## src/rtl/opaddr_unit.sv

```systemverilog
module opaddr_unit #(
  parameter int W  = 16,
  parameter int RW = 4
) (
  input  logic          clk,
  input  logic          rst_n,
  input  logic          req_valid,
  input  logic          req_dst,
  input  logic [2:0]    req_mode,
  input  logic          req_byte,
  input  logic [RW-1:0] req_idx,
  input  logic [W-1:0]  req_reg,
  input  logic [W-1:0]  req_ext,
  input  logic [W-1:0]  req_pc,
  output logic          res_valid,
  output logic [W-1:0]  res_data,
  output logic          res_is_val,
  output logic          res_mem_rd,
  output logic          res_pc_step,
  output logic          res_illegal,
  output logic          res_wb_en,
  output logic [RW-1:0] res_wb_idx,
  output logic [W-1:0]  res_wb_val
);
  localparam logic [2:0] M_REG = 3'd0, M_IDX = 3'd1, M_SYM = 3'd2, M_ABS = 3'd3,
                         M_IND = 3'd4, M_INC = 3'd5, M_IMM = 3'd6;
  localparam logic [W-1:0] BMASK = W'(8'hFF);
  localparam logic [W-1:0] STEP_B = W'(1);
  localparam logic [W-1:0] STEP_W = W'(2);

  logic [W-1:0]  n_data, n_wb_val;
  logic          n_is_val, n_rd, n_pc, n_ill, n_wb;
  logic [RW-1:0] n_wb_idx;
  logic          dst_bad;

  assign dst_bad = req_dst & req_mode[2];

  always_comb begin
    n_data = '0; n_is_val = 1'b0; n_rd = 1'b0; n_pc = 1'b0;
    n_ill = 1'b0; n_wb = 1'b0; n_wb_idx = '0; n_wb_val = '0;
    if (dst_bad) n_ill = 1'b1;
    else begin
      case (req_mode)
        M_REG: begin n_data = req_byte ? (req_reg & BMASK) : req_reg; n_is_val = 1'b1; end
        M_IDX: begin n_data = req_ext + req_reg; n_rd = 1'b1; n_pc = 1'b1; end
        M_SYM: begin n_data = req_pc + req_ext;  n_rd = 1'b1; n_pc = 1'b1; end
        M_ABS: begin n_data = req_ext;           n_rd = 1'b1; n_pc = 1'b1; end
        M_IND: begin n_data = req_reg;           n_rd = 1'b1; end
        M_INC: begin
          n_data   = req_reg;
          n_rd     = 1'b1;
          n_wb     = 1'b1;
          n_wb_idx = req_idx;
          n_wb_val = req_reg + (req_byte ? STEP_B : STEP_W);
        end
        M_IMM: begin n_data = req_byte ? (req_ext & BMASK) : req_ext; n_is_val = 1'b1; n_pc = 1'b1; end
        default: n_ill = 1'b1;
      endcase
    end
  end

  always_ff @(posedge clk) begin
    if (!rst_n || !req_valid) begin
      res_valid <= 1'b0; res_data <= '0; res_is_val <= 1'b0; res_mem_rd <= 1'b0;
      res_pc_step <= 1'b0; res_illegal <= 1'b0; res_wb_en <= 1'b0;
      res_wb_idx <= '0; res_wb_val <= '0;
    end else begin
      res_valid <= 1'b1; res_data <= n_data; res_is_val <= n_is_val; res_mem_rd <= n_rd;
      res_pc_step <= n_pc; res_illegal <= n_ill; res_wb_en <= n_wb;
      res_wb_idx <= n_wb_idx; res_wb_val <= n_wb_val;
    end
  end

  a_r9_valid_follows: assert property (@(posedge clk) disable iff (!rst_n)
    res_valid == $past(req_valid));
  a_r9_idle_zero: assert property (@(posedge clk) disable iff (!rst_n)
    !res_valid |-> (res_data == '0 && !res_illegal && !res_wb_en && !res_mem_rd));
  a_r8_illegal_quiet: assert property (@(posedge clk) disable iff (!rst_n)
    res_illegal |-> (!res_wb_en && !res_mem_rd && !res_pc_step && res_data == '0));
  a_r1_value_no_read: assert property (@(posedge clk) disable iff (!rst_n)
    res_is_val |-> !res_mem_rd);
  a_r6_step_size: assert property (@(posedge clk) disable iff (!rst_n)
    res_wb_en |-> (res_mem_rd && (res_wb_val - res_data == STEP_B || res_wb_val - res_data == STEP_W)));
  a_r6_no_pc_step: assert property (@(posedge clk) disable iff (!rst_n)
    res_wb_en |-> !res_pc_step);
endmodule

```

## config.mk

```make
export PLATFORM = sky130hd
export DESIGN_NAME = opaddr_unit
export DESIGN_NICKNAME = d
export VERILOG_FILES = /design/src/rtl/opaddr_unit.sv
export SDC_FILE = /design/constraint.sdc
export NUM_CORES = 1
export LEC_CHECK = 0
export BUFFER_PORTS_ARGS = -buffer_cell sky130_fd_sc_hd__buf_2
export CAP_MARGIN = 20
export CORE_UTILIZATION = 55
export DETAILED_ROUTE_END_ITERATION = 12
export PLACE_DENSITY = 0.9
export SYNTH_ARGS = -nofsm -noshare
export SYNTH_HDL_FRONTEND = slang
export SYNTH_SLANG_ARGS = --single-unit
```

## constraint.sdc

```tcl
create_clock -name clk -period 9.85 [get_ports clk]
set_input_delay 2.4625 -clock clk [delete_from_list [all_inputs] [get_ports clk]]
set_output_delay 2.4625 -clock clk [all_outputs]
set_load 0.05 [all_outputs]
```

=== Word level (Yosys, flattened, before mapping) ===
Cells that the tools add are included.

* Add/subtract/negate cells: 3
* Equality and inequality tests: 6
* Mux-type cells: 11
* Bitwise logic cells: 2
* Reduce and logical (&&, ||, !) cells: 11

{| class="wikitable"
|+ Operators by type and width
! operator !! number
|-
| 16-bit case mux with 6 select lines || 1
|-
| 16-bit adder || 2
|-
| 16-bit two-way mux || 2
|-
| 16-bit by 2-bit adder with 16-bit output || 1
|-
| 3-bit equality test, second input constant || 3
|-
| 1-bit two-way mux || 7
|-
| 7-bit OR reduction || 1
|-
| 3-bit by 2-bit equality test with 1-bit output, second input constant || 2
|-
| 2-bit OR reduction || 3
|-
| 5-bit OR reduction || 1
|-
| 4-bit OR reduction || 1
|-
| 3-bit by 1-bit equality test with 1-bit output, second input constant || 1
|-
| 3-bit logical NOT || 1
|-
| 3-bit OR reduction || 1
|-
| 1-bit logical NOT || 2
|-
| 2-bit two-way mux || 1
|-
| 1-bit bitwise AND || 1
|-
| 1-bit logical OR || 1
|-
| 1-bit NOT || 1
|}

* Register bits after elaboration: 42
* Bits of input ports: 60
* Logic and storage cells: 42

=== Logic depth before layout (Yosys ltp) ===
* Depth in word-level cells: 4
* Depth in mapped cells: 11

=== Least setup slack after synthesis ===
OpenSTA, ideal clock, no wires.

* Path kind: in2reg
* From: input port req_mode[0]
* To: register res_data[15]
* Data arrival time: 4927 ps
* Path slack: 4808 ps
* Cell stages on the path: 9
* Buffers on the path: 2
* Cell sequence: nor3b_1 -> buf_4 -> clkbuf_1 -> mux2_2 -> ha_1 -> and4_1 -> a221o_1 -> or3_1 -> a31o_1

* Cells in the longest elaborated chain, start to end: 3
* Elaborated cells on any way between the ends: 9
* Classes of those cells: 6 x eq/ne; 1 x mux; 2 x reduce/logical

{| class="wikitable"
|+ Ends and longest elaborated chain
! element !! line !! RTL
|-
| start, declared || 9 || <nowiki>input logic [2:0] req_mode,</nowiki>
|-
| 3-bit equality test || 43 || <nowiki>case (req_mode)</nowiki>
|-
| 2-bit OR reduction (no source line) || -- ||
|-
| 16-bit case mux with 6 select lines (*) || 43 ||
|-
| end signal, assigned || 64 || <nowiki>res_valid <= 1'b0; res_data <= '0; res_is_val <= 1'b0; res_mem_rd <= 1'b0;</nowiki>
|-
| end signal, assigned || 68 || <nowiki>res_valid <= 1'b1; res_data <= n_data; res_is_val <= n_is_val; res_mem_rd <= n_rd;</nowiki>
|-
| end, declared || 16 || <nowiki>output logic [W-1:0] res_data,</nowiki>
|}

Mark *: on every way between the ends. The rest lies on a longest branch, timed or not.
A chain may end at the register's enable or synchronous reset.

=== Worst setup path after layout ===
* From: input port req_mode[1]
* To: register res_data[15]

Same word-level chain as after synthesis.

==> flow_summary.yaml <==
synth:
  syn_area_per_cell_um2: 8.25
  seq_area_frac_synth: 0.276
  yosys-top-cells-area: "dfxtp_1, ha_1, mux2_2"
  syn_inst: 369
  yosys_most_used_dff: "dfxtp_1"
  synthDominantCellAreaShare: 0.276
  synth_seq_cells: 42
  ys_types: 56
  synth_edf_count: 0
  synth_area_leader_cell: "dfxtp_1"
  yosys_warnings: 0
  syn_area_mm2: 0.00305
  synthArstFlopShare: 0
  synth_nets: 451
power_and_ir_drop:
  intPower_uw: 306
  swShare: 0.343
  power_density_mw_per_mm2: 126
  power_frac_clock: 0.296
  peakVddDrop_uv: 76.5
  switchingPower_uw: 159
  p_comb_frac: 0.326
  seq_power_share: 0.377
  p_total_uw: 465
  p_leak_uw: 0.00171
clock_network:
  post_cts_buffers: 0
  clock-root-buffer: "clkbuf_8"
  htreeDepth: 2
  cts_sinks: 42
  cts_resized: 0
  clock_tree.buffer_depth: 2
  numCtsBuffers: 5
  clk_pin_slew_ns: 0.08
  cts_tree: "yes"
  ctsHoldBuffers: 0
placement:
  portBuffers: 101
  place_congestion: 0.926
  placed_area_mm2: 0.00357
  place_hpwl_um: 7040
setup_path:
  crit_type: "primary input to flop"
  critPathCaptureType: "flop"
  cp_max_fo: 21
  start_kind: "primary input"
  cp.required_ns: 10.05
  cp.arrival_ns: 5.55
drt:
  routedWlPerCell_um: 16.7
  vias: 3271
  drc: 0
  totalWireLength_um: 8870
  drt-initial-drc-count: 387
  postRouteAntennaNets: 0
  dr.pass1.iters: 5
  drt-vias-per-instance: 6.16
sta:
  period_needed_ns: 5.35
  relSlewSlack: 0.539
  maxSlewViolCount: 0
  fin_hold_ws_ns: 2.37
  final.setup.tns_ns: 0
  period_share: 0.543
  hold_viol: 0
  timing.fmax_ghz: 0.187
  rsz0062_at_grt: "false"
  tightest_slew_ns: 0.686
  setup_viol: 0
floorplan:
  fp.dieW_um: 76.4
  io_pins: 102
  fp.coreArea_mm2: 0.00520
  rows: 26
  die_y_um: 76.4
  die-area_mm2: 0.00584
  start_util: 0.585
min_path:
  hp-class: "primary input to flop"
  min_to: "res_wb_idx[3]"
  holdPathStages: 2
  min_from: "req_idx[3]"
grt:
  grt_usage: 0.305
  grt_max_degree: 25
  antenna_found_initial: 0
  grt_pass1_wl_um: 14300
  grt_pass1_vias: 3014
  grt-ovfl-total: 0
cells_and_area:
  fillCellCount: 424
  diodes: 0
  final_nets: 542
  postLayoutCellArea_mm2: 0.00369
  syn_to_final_growth_pct: 21.0
  drive_gt1_frac: 0.295
  utilization: 0.708
job:
  maxCapViolations: 0
status:
  status: "finished, final reports clean"
-- metrics by stage --
| stage | instances | setup WS (ns) |
|---|---|---|
| 2_1_floorplan | 369 | 4.81 |
| 3_3_place_gp | 523 | 4.35 |
| 3_5_place_dp | 523 | 4.24 |
| 4_1_cts | 531 | 4.55 |
| 5_1_grt | 531 | 4.33 |
| 6_report | 531 | 4.50 |
-- Yosys cell counts (2+ instances only) --
library cell,n
fa_1,2
o2111ai_1,2
nand2_1,30
nor2_1,26
xnor2_1,10
o221ai_1,2
o21bai_1,3
a31oi_1,2
and3_1,5
buf_4,2
o21ai_0,23
nand4_1,7
a222oi_1,2
a21oi_2,2
xor2_1,10
a21o_1,9
mux2i_1,2
a22oi_1,19
ha_1,20
or3_1,5
nand3b_1,2
o21a_1,3
nand3_1,8
a221oi_1,2
clkbuf_1,10
nor3_1,12
a211o_1,3
nor3b_1,2
and4_1,2
a21boi_0,2
a21oi_1,27
nor2b_1,2
mux2_2,13
dfxtp_1,42
buf_2,6
inv_1,16
o31ai_1,6
o22ai_1,2
and2_1,9
-- how the worst max path moves through the flow --
| stage | cells after the start | endpoint | startpoint |
|---|---|---|---|
| global route | 10 | res_data[15] | req_mode[1] |
| finish | 10 | res_data[15] | req_mode[1] |
| floorplan | 9 | res_data[15] | req_mode[0] |
| CTS | 10 | res_data[15] | req_mode[1] |
| global placement | 10 | res_data[15] | req_mode[1] |
| detailed placement | 10 | res_data[15] | req_mode[1] |
-- routing by layer --
layer  vias up  GRT usage  wire length, um
met5         -          0                0
met4         0      0.135              256
met3        33     0.0647              931
met2       220      0.491             4090
met1      1476      0.391             3590
li1       1542          -                -
-- area by class of cell --
class,count,area [um^2],share of cell area
inverters,16,60.1,0.0163
multi-input cells,292,2060,0.560
repair buffers,103,520,0.141
flip-flops and latches,42,841,0.228
well taps,70,87.6,0.0238
clock buffers,5,68.8,0.0187
clock inverters,3,45.0,0.0122
-- flip-flops by register name, indices dropped and copies added (netlist names) --
signal	cells
res_illegal	1
res_valid	1
res_is_val	1
res_wb_idx	4
res_mem_rd	1
res_data	16
res_wb_val	16
res_wb_en	1
res_pc_step	1
-- cell families (layout without fill, tap and decap cells) --
group	count (synthesis)	after routing	synth area share
buffers and inverters	35	127	0.0481
AND/OR/NAND/NOR	114	114	0.187
AO/OA/AOI/OAI	121	121	0.281
flip-flops	42	42	0.276
multiplexers	15	15	0.0546
adder cells (fa/ha/maj)	22	22	0.0953
XOR/XNOR	20	20	0.0575
-- critical path, stage by stage --
cell and delay, ns:
buf_2 0.30, nor3b_2 0.47, buf_4 0.30, mux2_2 0.36
ha_1 0.41, a21oi_2 0.20, o21ai_0 0.14, a221o_1 0.35
or3_1 0.35, a31o_1 0.22
-- cell usage in the layout, fill, tap and decap left out, types with 6 or more instances in the layout --
cell type	n
buf_2	101
dfxtp_1	42
nand2_1	30
a21oi_1	27
nor2_1	26
o21ai_0	23
ha_1	20
a22oi_1	19
inv_1	16
mux2_2	13
nor3_1	12
xnor2_1	10
xor2_1	10
a21o_1	9
and2_1	9
nand3_1	8
nand4_1	7
o31ai_1	6
-- power groups by stage --
stage	logic (uW)	registers, uW	clock network [uW]
2_1_floorplan	88.2	196	0
6_report	152	175	138
5_1_grt	163	176	150
3_3_place_gp	143	179	0
4_1_cts	148	175	141
3_5_place_dp	147	179	0
Note: power is estimated with default switching activity, not from simulation.
